### src/rtl/cfgb_pkg.sv
package cfgb_pkg;
    localparam int DATA_W = 32;
    localparam int BYTE_W = 8;
    localparam int SEL_W  = 32;
    localparam int EN_BIT = 31;

    typedef enum logic [1:0] {
        SZ_BYTE = 2'b00,
        SZ_HALF = 2'b01,
        SZ_WORD = 2'b10
    } size_e;

    typedef enum logic [1:0] {
        ST_IDLE = 2'b00,
        ST_WAIT = 2'b01,
        ST_RESP = 2'b10
    } seq_state_e;

    typedef struct packed {
        logic [BYTE_W-1:0] bus;
        logic [BYTE_W-1:0] devfn;
        logic [BYTE_W-1:0] off;
        logic [1:0]        size;
        logic              we;
        logic [DATA_W-1:0] data;
    } cfg_xact_t;

    function automatic logic [DATA_W-1:0] width_mask(input logic [1:0] sz);
        case (sz)
            SZ_BYTE: width_mask = 32'h0000_00FF;
            SZ_HALF: width_mask = 32'h0000_FFFF;
            default: width_mask = 32'hFFFF_FFFF;
        endcase
    endfunction
endpackage

### src/rtl/cfgb_addr_latch.sv
module cfgb_addr_latch
    import cfgb_pkg::*;
#(
    parameter int W = SEL_W
) (
    input  logic         clk,
    input  logic         rst,
    input  logic         wr_en,
    input  logic [W-1:0] wdata,
    output logic [W-1:0] q,
    output logic         win_open
);
    always_ff @(posedge clk) begin
        if (rst)        q <= '0;
        else if (wr_en) q <= wdata;
    end

    assign win_open = q[EN_BIT] && (q[1:0] == 2'b00);

    AST_SEL_RESET_ZERO: assert property (@(posedge clk) disable iff (rst)
        $fell(rst) |-> q == '0);
    AST_SEL_HOLDS: assert property (@(posedge clk) disable iff (rst)
        (!$past(wr_en) && !$past(rst)) |-> $stable(q));
endmodule

### src/rtl/cfgb_decode.sv
module cfgb_decode
    import cfgb_pkg::*;
(
    input  logic [SEL_W-1:0]  sel,
    input  logic [1:0]        port_lo,
    input  logic [1:0]        size,
    input  logic              we,
    input  logic [DATA_W-1:0] wdata,
    output cfg_xact_t         xact
);
    always_comb begin
        xact.bus   = sel[23:16];
        xact.devfn = sel[15:8];
        xact.off   = {sel[7:2], port_lo};
        xact.size  = size;
        xact.we    = we;
        xact.data  = wdata & width_mask(size);
    end
endmodule

### src/rtl/cfgb_seq.sv
module cfgb_seq
    import cfgb_pkg::*;
(
    input  logic              clk,
    input  logic              rst,
    input  logic              cpu_req,
    input  logic              is_data,
    input  logic              is_we,
    input  logic [1:0]        size,
    input  logic              win_open,
    input  logic [SEL_W-1:0]  sel_q,
    input  cfg_xact_t         xact_in,
    input  logic              rsp_valid,
    input  logic              rsp_miss,
    input  logic [DATA_W-1:0] rsp_data,
    output logic              cpu_ready,
    output logic              cpu_done,
    output logic [DATA_W-1:0] cpu_rdata,
    output logic              sel_we,
    output logic              strobe,
    output cfg_xact_t         xact_q
);
    seq_state_e        state;
    logic [DATA_W-1:0] rdata_q;
    logic              accept;

    assign accept    = cpu_req && (state == ST_IDLE);
    assign sel_we    = accept && !is_data && is_we;
    assign cpu_ready = (state == ST_IDLE);
    assign cpu_done  = (state == ST_RESP);
    assign cpu_rdata = rdata_q;

    always_ff @(posedge clk) begin
        if (rst) begin
            state   <= ST_IDLE;
            strobe  <= 1'b0;
            rdata_q <= '0;
            xact_q  <= '0;
        end else begin
            strobe <= 1'b0;
            case (state)
                ST_IDLE: begin
                    if (accept) begin
                        if (!is_data) begin
                            rdata_q <= is_we ? '0 : sel_q;
                            state   <= ST_RESP;
                        end else if (win_open) begin
                            xact_q  <= xact_in;
                            strobe  <= 1'b1;
                            rdata_q <= '0;
                            state   <= is_we ? ST_RESP : ST_WAIT;
                        end else begin
                            rdata_q <= is_we ? '0 : width_mask(size);
                            state   <= ST_RESP;
                        end
                    end
                end
                ST_WAIT: begin
                    if (rsp_valid) begin
                        rdata_q <= rsp_miss ? width_mask(xact_q.size)
                                            : (rsp_data & width_mask(xact_q.size));
                        state   <= ST_RESP;
                    end
                end
                default: state <= ST_IDLE;
            endcase
        end
    end

    AST_STROBE_SINGLE: assert property (@(posedge clk) disable iff (rst)
        strobe |=> !strobe);
    AST_DONE_PULSE: assert property (@(posedge clk) disable iff (rst)
        cpu_done |=> !cpu_done);
    AST_DONE_AFTER_RSP: assert property (@(posedge clk) disable iff (rst)
        (state == ST_WAIT && rsp_valid) |=> (cpu_done && !cpu_ready));
    AST_NO_READY_ON_ACCEPT: assert property (@(posedge clk) disable iff (rst)
        accept |=> !cpu_ready);
endmodule

### src/rtl/cfg_port_bridge.sv
module cfg_port_bridge
    import cfgb_pkg::*;
(
    input  logic        clk,
    input  logic        rst,
    input  logic        cpu_req,
    input  logic [2:0]  cpu_addr,
    input  logic        cpu_we,
    input  logic [1:0]  cpu_size,
    input  logic [31:0] cpu_wdata,
    output logic        cpu_ready,
    output logic        cpu_done,
    output logic [31:0] cpu_rdata,
    output logic        cfg_req,
    output logic        cfg_we,
    output logic [7:0]  cfg_bus,
    output logic [7:0]  cfg_devfn,
    output logic [7:0]  cfg_off,
    output logic [1:0]  cfg_size,
    output logic [31:0] cfg_wdata,
    input  logic        cfg_rvalid,
    input  logic        cfg_miss,
    input  logic [31:0] cfg_rdata
);
    logic [SEL_W-1:0] sel_q;
    logic             win_open;
    logic             sel_we;
    cfg_xact_t        xact_c;
    cfg_xact_t        xact_q;

    cfgb_addr_latch #(.W(SEL_W)) u_sel (
        .clk(clk), .rst(rst), .wr_en(sel_we), .wdata(cpu_wdata),
        .q(sel_q), .win_open(win_open)
    );

    cfgb_decode u_dec (
        .sel(sel_q), .port_lo(cpu_addr[1:0]), .size(cpu_size),
        .we(cpu_we), .wdata(cpu_wdata), .xact(xact_c)
    );

    cfgb_seq u_seq (
        .clk(clk), .rst(rst), .cpu_req(cpu_req), .is_data(cpu_addr[2]),
        .is_we(cpu_we), .size(cpu_size), .win_open(win_open), .sel_q(sel_q),
        .xact_in(xact_c), .rsp_valid(cfg_rvalid), .rsp_miss(cfg_miss),
        .rsp_data(cfg_rdata), .cpu_ready(cpu_ready), .cpu_done(cpu_done),
        .cpu_rdata(cpu_rdata), .sel_we(sel_we), .strobe(cfg_req), .xact_q(xact_q)
    );

    assign cfg_we    = xact_q.we;
    assign cfg_bus   = xact_q.bus;
    assign cfg_devfn = xact_q.devfn;
    assign cfg_off   = xact_q.off;
    assign cfg_size  = xact_q.size;
    assign cfg_wdata = xact_q.data;

    AST_REQ_NEEDS_ENABLE: assert property (@(posedge clk) disable iff (rst)
        cfg_req |-> sel_q[EN_BIT]);
    AST_REQ_NEEDS_ALIGN: assert property (@(posedge clk) disable iff (rst)
        cfg_req |-> (sel_q[1:0] == 2'b00));
    AST_ROUTE_MATCH: assert property (@(posedge clk) disable iff (rst)
        cfg_req |-> (cfg_bus == sel_q[23:16] && cfg_devfn == sel_q[15:8]));
    AST_OFFSET_MATCH: assert property (@(posedge clk) disable iff (rst)
        cfg_req |-> (cfg_off[7:2] == sel_q[7:2]));
endmodule

### config.mk
export PLATFORM = sky130hd
export DESIGN_NAME = cfg_port_bridge
export DESIGN_NICKNAME = d
export VERILOG_FILES = /design/src/rtl/cfgb_pkg.sv /design/src/rtl/cfgb_addr_latch.sv /design/src/rtl/cfgb_decode.sv /design/src/rtl/cfgb_seq.sv /design/src/rtl/cfg_port_bridge.sv
export SDC_FILE = /design/constraint.sdc
export NUM_CORES = 1
export LEC_CHECK = 0
export CORE_MARGIN = 1
export CORE_UTILIZATION = 40
export CTS_CLUSTER_DIAMETER = 150
export DETAILED_ROUTE_END_ITERATION = 8
export PLACE_DENSITY = 0.82
export SLEW_MARGIN = 15
export SYNTH_ARGS = -nofsm -noshare
export SYNTH_HDL_FRONTEND = slang
export SYNTH_SLANG_ARGS = --single-unit
### constraint.sdc
create_clock -name clk -period 1.7 [get_ports clk]
set_clock_uncertainty 0.2 [all_clocks]
set_input_delay 0.255 -clock clk [delete_from_list [all_inputs] [get_ports clk]]
set_output_delay 0.255 -clock clk [all_outputs]
set_load 0.005 [all_outputs]
Yosys cells after proc, flatten, opt, wreduce, memory -nomap -nowiden
Index checks and enable logic that the tools add are counted.
{ "classes": {"n_addsub": 0, "multipliers": 0, "n_div": 0, "order_cmp": 0, "n_eq_ne": 6, "shifts": 0, "mux": 20, "bitwise_logic": 5, "n_reduce_logical": 14} }
{ "ops": {"columns": ["operator", "count"], "rows": [
  ["$mux 32", 10],
  ["$pmux 32 s2", 3],
  ["$and 32x32->32", 2],
  ["$mux 2", 5],
  ["$logic_not 2->1", 4],
  ["$eq 2x1->1 const B", 3],
  ["$logic_and 1x1->1", 4],
  ["$pmux 2 s2", 1],
  ["$reduce_and 4->1", 1],
  ["$reduce_or 4->1", 1],
  ["$not 1->1", 3],
  ["$reduce_and 3->1", 1],
  ["$eq 2x2->1 const B", 1],
  ["$ne 2x1->1 const B", 1],
  ["$ne 2x2->1 const B", 1],
  ["$reduce_and 2->1", 1],
  ["$reduce_bool 2->1", 1],
  ["$logic_not 1->1", 1],
  ["$mux 1", 1]
]} }
{ "totals": {"regBits": 126, "latch_bits": 0, "ram_bits": 0, "mem_bits_ro": 0, "input_bits": 75, "out_inout_bits": 94, "wordCells": 55, "n_memories": 0} }

Logic depth before layout (Yosys ltp)
Gate-level depths: netlist of the first run.
{ "depth": {"word_depth": 9, "mapped_depth": 7, "depth_no_buf": 4} }

Cells and area by module
From an unflattened synthesis of the first run, not the netlist that was laid out.
{ "hier_totals": {"hier_cells": 689, "area_unflattened_um2": 5661.7} }
{ "by_module_without_submodules": {"columns": ["mod", "instances", "cells_per_inst", "area_each_um2"], "rows": [
  ["cfgb_seq", 1, 523, 4036.4],
  ["cfgb_addr_latch", 1, 104, 1171.1],
  ["cfgb_decode", 1, 62, 454.2]
]} }

Least setup slack after synthesis of the first run
OpenSTA, ideal clock, no wires.
{ "synth_path": {"path_kind": "register to register", "startpoint": "register u_sel.q[1]", "endpoint": "register u_seq.xact_q[0] (netlist name)", "t_arrival_ns": 1.279, "t_required_ns": 1.368, "slack_ns": 0.088, "stages_incl_launch_ff": 8, "path_buffers": 3, "period_less_slack_ns": 1.612, "cell_sequence": "dfxtp_1 > and4bb_2 > and3_1 > buf_4 > buf_6 > buf_6 > nand2_1 > a21oi_1"} }
{ "synth_between": {"elab_chain_cells": 3} }
{ "synth_rtl": {"columns": ["element", "line_no", "source"], "rows": [
  ["start, declared", "cfgb_addr_latch.sv:10", "output logic [W-1:0] q,"],
  ["start signal, assigned", "cfgb_addr_latch.sv:15", "else if (wr_en) q <= wdata;"],
  ["$logic_not 2->1", "cfgb_addr_latch.sv:18", "assign win_open = q[EN_BIT] && (q[1:0] == 2'b00);"],
  ["$logic_and 1x1->1", "cfgb_addr_latch.sv:18", null],
  ["$reduce_and 4->1 (no source line)", null, null]
]} }
Every way passes these cells.
A chain may end at the register's enable or synchronous reset.

Final worst setup path of the first run
{ "layout_path": {"startpoint": "register u_sel.q[1]", "endpoint": "register u_seq.xact_q[20] (netlist name)"} }
{ "layout_between": {"elab_chain_cells": 3} }
{ "layout_rtl": {"columns": ["element", "line_no"], "rows": [
  ["$logic_not 2->1", "cfgb_addr_latch.sv:18"],
  ["$logic_and 1x1->1", "cfgb_addr_latch.sv:18"],
  ["$reduce_and 4->1 (no source line)", null]
]} }
Every way passes these cells.

==> metrics, run 1 <==
worst skew pair latency=just over 0.4 ns; Primary FF master, synth=dfxtp_1; leak pwr=approximately 3.2 nW; Final Net Count=891; critical-path cell with the highest stage delay=dfxtp_4; total track usage=23.0%; Post-synth EDFFs=0; metal2 WL=6.97 mm; mapped cell area=roughly 5200 sq um; CP Capture Type=flip-flop; WL final=approximately 16 mm; DR WL/cell=around 16 microns; hold_ws=approximately 0.1 ns; die area=roughly 13000 sq um; placed cell areas=between 7000 and 8000 sq um; Hold Path Class=in2reg; first drt pass iteration count=5; DP HPWL=around 11 mm; Final min period=around 1.7 ns; routed wl met3=about 930 microns; # hold bufs at CTS=0; Syn Nets=between 700 and 800; Sink Count=about 130; Yosys warnings=0; Max Freq=roughly 600 MHz; RSZ-0062 raised after global routing=yes; crit-path max FO=12; Critical Path Start Type=flip-flop; synthesized flop and latch total=approximately 130; initial antenna violation count=0; largest net degree at the start of global routing=between 50 and 60; first-pass GRT wire length=~24 mm; I/O Buffers=about 170; Setup CP Type=reg2reg; Initial Util=41.1%; H-tree depth=4; final core utilization=around 63%; PD cells=around 960 nW/um^2; GR Overflow Total=0; status=completed; clock transition at the registers of the reported paths=around 0.060 ns; antenna cells=0; cell count after synthesis=643; via count=slightly above 5k; Final GP Congestion=~0.8; clk buf depth=2; boundary pin count=roughly 170; post-synthesis async set-or-reset flop share=0%; Slew Viols, Final=0; Max Used Layer=met4; Post-Syn Area per Cell=around 8.1 sq um; dpl cells=approximately 960; final setup vio count=0; worst vdd ir=about 770 uV; Crit path required time=~1.8 ns; Crit path largest cell delay=between 0.3 and 0.4 ns; Die Ht=116 microns; Worst Path Buf+Inv=1; row count=41; Non-Filler Instances=~1k; Vias/cell=a little over 5; Area Growth Syn to Fin=53.0%; Yosys cell types=40; CTS tree=done; fin crit share=between 90% and 100%; layout cell share with drive strength beyond 1=approximately 17%; clock root buffer=clkbuf_16; M1 WL=7.55 mm; CP Cell Sequence=and4bb_2, and3_4, buf_12, nand3_1, a21oi_1; number of global-route vias before repair=approximately 4.6k; total power=around 7.6 mW; Least-Margin Pin Slew=0.479 ns; Iter 0 DRT Violations=about 420; Final Hold Fails=0; Critical Path AT=between 1.5 and 2 ns; sequential cell area fraction in the yosys report=between 40% and 50%; ANT nets after route=0; Design Area, Final=between 7000 and 8000 sq um; Top Family by Delay on Critical Path=simple AND/OR/NAND/NOR gates; Max-Cap Viols=0; die width=between 100 and 150 microns; core area=12700 sq um; clock buffer count from CTS=17; DRC violations left=0; Slew HR=between 60 and 70%
==> worst register-to-register path, stage by stage (launching register included) <==
cell	delay [ns]
dfxtp_4	0.36
and4bb_2	0.33
and3_4	0.29
buf_12	0.16
nand3_1	0.10
a21oi_1	0.17
==> final cells by class <==
type                            instances  area, sq um
Timing Repair Buffer                  208         2080
Sequential cell                       126         2560
Clock buffer                           17          425
Clock inverter                         15          195
Fill cell                            1090         4710
Multi-Input combinational cell        462         2480
Inverter                                1         3.75
Tap cell                              172          215
==> layout by cell type (no fill, tap or decap), types with 3 or more instances in the layout <==
cell,Yosys,layout
dlymetal6s2s_1,0,4
dlygate4sd2_1,0,91
o21ai_1,32,32
a21oi_2,0,3
buf_4,7,23
o32ai_1,6,6
dfxtp_1,126,98
a21oi_1,99,96
dfxtp_2,0,25
o21ai_0,23,21
bufinv_16,0,3
buf_12,0,11
and2_0,5,5
nand3_1,25,23
nor2_4,1,3
clkdlybuf4s50_1,0,72
o21ai_2,1,3
or2_2,6,6
a311oi_2,9,9
nand2b_1,9,9
buf_6,3,4
dfxtp_4,0,3
nor3b_4,2,3
a311oi_1,15,15
inv_6,0,7
nand2_1,158,158
and2_1,19,19
clkbuf_16,0,20
nor2_1,30,30
==> cell families after synthesis <==
kind of cell	count (synthesis)	synth area share, %
AOI/OAI and AO/OA	190	22.0
buffers and inverters	56	5.46
DFF	126	48.5
muxes	1	0.192
and+or+nand+nor	270	23.9
==> path summary, 6_finish.rpt <==
kind         slack, ns          endpoint  depth (start not counted)        startpoint
max               0.02  u_seq.xact_q[20]                          5        u_sel.q[1]
min reg2reg       0.25  u_seq.xact_q[37]                          2  u_seq.xact_q[37]
max reg2reg       0.02  u_seq.xact_q[20]                          5        u_sel.q[1]
min               0.10      u_seq.strobe                          2               rst
==> sequential cells by signal, indices dropped and copies added, names as in the netlist <==
| register | cells |
|---|---|
| u_seq.xact_q | 59 |
| u_sel.q | 32 |
| u_seq.state | 2 |
| u_seq.strobe | 1 |
| u_seq.cpu_rdata | 32 |
==> cell usage after synthesis (6+ instances only) <==
library cell    n  share of area [%]
a311oi_2        9                2.6
dfxtp_1       126                 48
buf_2          20                1.9
buf_4           7                1.0
and2_1         19                2.3
a21oi_1        99                9.5
clkbuf_1       23                1.7
nand2b_1        9                1.1
a311oi_1       15                2.5
or2_2           6               0.72
nand3_1        25                2.4
o21ai_0        23                2.2
o32ai_1         6                1.0
o21ai_1        32                3.1
nand2_1       158                 11
nor2_1         30                2.2
==> per-layer routing <==
layer,vias up,track usage (%)
met5,-,0
met4,0,8.46
met3,14,4.76
met2,185,34.0
met1,2374,32.8
li1,2552,-
==> repair_timing <==
item	CTS	global route
buffers inserted	1	1
gates resized for setup	122	24
cloned	0	5
pin swaps	1	10
setup endpoints to repair	112	62
==> power breakdown <==
group / total (mW) / leakage, nW / internal, mW / switching, mW
combinational: 0.722 / 1.86 / 0.389 / 0.332
sequential: 3.09 / 1.04 / 3.03 / 0.0535
clock: 3.82 / 0.304 / 2.36 / 1.46
total: 7.63 / 3.20 / 5.78 / 1.85
==> through the flow <==
stage	setup WS (ns)	TNS, ns
after floorplan	0.0885	0
after detailed placement	-0.438	-36.56
after CTS	0.0000967	0
after global placement	-0.353	-32.58
after global routing	-0.0356	-0.195
final	0.0168	0
Power figures use the tool's default switching activity.
==> run 2, diff against run 1 <==
CORE_UTILIZATION = 46   (was 40)
PLACE_DENSITY = 0.91   (was 0.82)
==> run 2 against run 1 <==
  * Sequential share of layout area is 0.69 points lower
  * Design area up 1.5%
  * Maximum frequency down 4.6%
  * The run now ends with setup timing left
  * Clock power shrank 8.1%
  * Largest cell class unchanged
  * Count of clock-buffer cells in the layout increased by 3
  * Largest power group unchanged
  * Utilization rose by 11 points
  * Critical path depth rose by 1
  * Worst hold slack lost 0.041 ns
==> metrics, run 2 (synthesized netlist as in run 1, its figures left out) <==
leak pwr=roughly 3.8 nW; Least-Margin Pin Slew=between 0.3 and 0.4 ns; clk buf depth=2; Combinational Power Share=about a tenth; fin crit share=104%; sequential power share=between 40 and 50%; CTS tree=done; FF/Latch Area=between 2000 and 3000 sq um; most frequent cells in the layout=nand2_1, dfxtp_1, a21oi_1, clkdlybuf4s50_1, dlymetal6s2s_1; DRC violations left=0; max reg flops=59; Crit. Startpoint=u_sel.q[1]; DP HPWL=between 10 and 15 mm; Final Net Count=895; die area=approximately 12000 sq um; status=finished with violations; initial antenna violation count=0; core area=10900 sq um; clock buffer count from CTS=17; clock transition at the registers of the reported paths=~0.06 ns; failing checks=setup timing; Die Ht=between 100 and 150 microns; Iter 0 DRT Violations=492; Slew Viols, Final=0; DR WL/cell=approximately 18 microns; I/O Buffers=168; Final GP Congestion=just over 0.8; hold wc startpoint=cpu_we; Slew HR=76.4%; Crit path largest cell delay=around 0.37 ns; Worst Path Buf+Inv=2; Critical Path AT=between 1.5 and 2 ns; Design Area, Final=8080 sq um; Top Family by Delay on Critical Path=simple AND/OR/NAND/NOR gates; largest net degree at the start of global routing=51; Max-Cap Viols=0; Layout fillers=740; CP Cell Sequence=and4bb_2, and3_4, buf_12, clkbuf_16, nand2_1, a21oi_1; final worst slack=-0.0637 ns; crit-path max FO=13; Hold Path Class=in2reg; reg2reg start=u_sel.q[1]; ANT nets after route=0; Area Growth Syn to Fin=55.3%; clock root buffer=clkbuf_16; Final Hold Fails=0; total power=~7.3 mW; Vias/cell=5.54; via count=around 5.4k; GR Overflow Total=0; Initial Util=between 40% and 50%; boundary pin count=approximately 170; P_int=~5.7 mW; # hold bufs at CTS=0; Place WS=-0.384 ns; CP Capture Type=flip-flop; H-tree depth=4; final core utilization=around 74%; clock share of power=between 40% and 50%; Setup CP Type=reg2reg; PD cells=between 900 and 1000 nW/um^2; placed cell areas=a little over 7000 sq um; final setup vio count=10; Critical Path Start Type=flip-flop; Sink Count=~130; total track usage=26.6%; first-pass GRT wire length=24.1 mm; Max Freq=~570 MHz; critical-path cell with the highest stage delay=dfxtp_4; antenna cells=0; number of global-route vias before repair=between 4k and 5k; first drt pass iteration count=6; Final min period=approximately 1.8 ns; commonest non-fill, non-tap cell in the layout=nand2_1; worst vdd ir=719 uV; Net Sw Frac=a little under a quarter; register bank with the most flops=u_seq.xact_q; Crit path required time=between 1.5 and 2 ns; layout cell share with drive strength beyond 1=between 10% and 20%; WL final=17.1 mm; area of the multi-input gates=2460 sq um; row count=38; die width=roughly 110 microns; RSZ-0062 raised after global routing=yes; NetSw=about 1.7 mW; worst skew pair latency=about 0.4 ns
run 2: final cells by class:
| type | instances | area share, % |
|---|---|---|
| Clock buffer | 20 | 5.65 |
| Clock inverter | 11 | 1.45 |
| Inverter | 1 | 0.0464 |
| Multi-Input combinational cell | 461 | 30.4 |
| Sequential cell | 126 | 31.5 |
| Tap cell | 140 | 2.17 |
| Timing Repair Buffer | 213 | 28.8 |
run 2: repair_timing:
item	4_1_cts	5_1_grt
endpoints found under the setup margin	65	113
gates resized for setup	60	71
endpoints found under the hold margin	0	0
buffers inserted	0	5
gates cloned	0	4
pin swaps	0	11
run 2: worst register-to-register path, cell delays in order, from the launching register on:
cell,delay [ns]
dfxtp_4,0.37
and4bb_2,0.34
and3_4,0.29
buf_12,0.12
clkbuf_16,0.15
nand2_1,0.07
a21oi_1,0.16
run 2: metrics by stage:
| stage | hold WS [ns] | std cells | setup TNS (ns) |
|---|---|---|---|
| 2_1_floorplan | 0.191 | 643 | 0 |
| 3_3_place_gp | 0.237 | 932 | -29.71 |
| 3_5_place_dp | 0.246 | 932 | -34.20 |
| 4_1_cts | 0.0550 | 963 | -0.0203 |
| 5_1_grt | 0.0243 | 972 | -1.26 |
| 6_report | 0.0593 | 972 | -0.240 |
run 2: power groups by stage:
stage	sequential [mW]	clock, mW	combinational (mW)
2_1_floorplan	3.15	0	0.296
5_1_grt	3.10	3.66	0.790
3_3_place_gp	3.15	0	0.717
6_report	3.09	3.51	0.737
3_5_place_dp	3.15	0	0.725
4_1_cts	3.09	3.50	0.720
run 2: routing by layer:
layer | global-route usage (%) | wire length [microns] | part of all wire (%)
met3 | 5.42 | 1460 | 8.6
met4 | 9.36 | 289 | 1.7
met5 | 0 | 0 | 0
met2 | 41.0 | 8140 | 48
met1 | 36.7 | 7180 | 42
run 2: path summary, 6_finish.rpt:
kind,end,slack [ns],cells after the start
setup / recovery,u_seq.xact_q[56],-0.06,6
hold / removal,u_seq.xact_q[32],0.06,3
setup reg to reg,u_seq.xact_q[56],-0.06,6
hold reg to reg,u_seq.xact_q[20],0.25,2
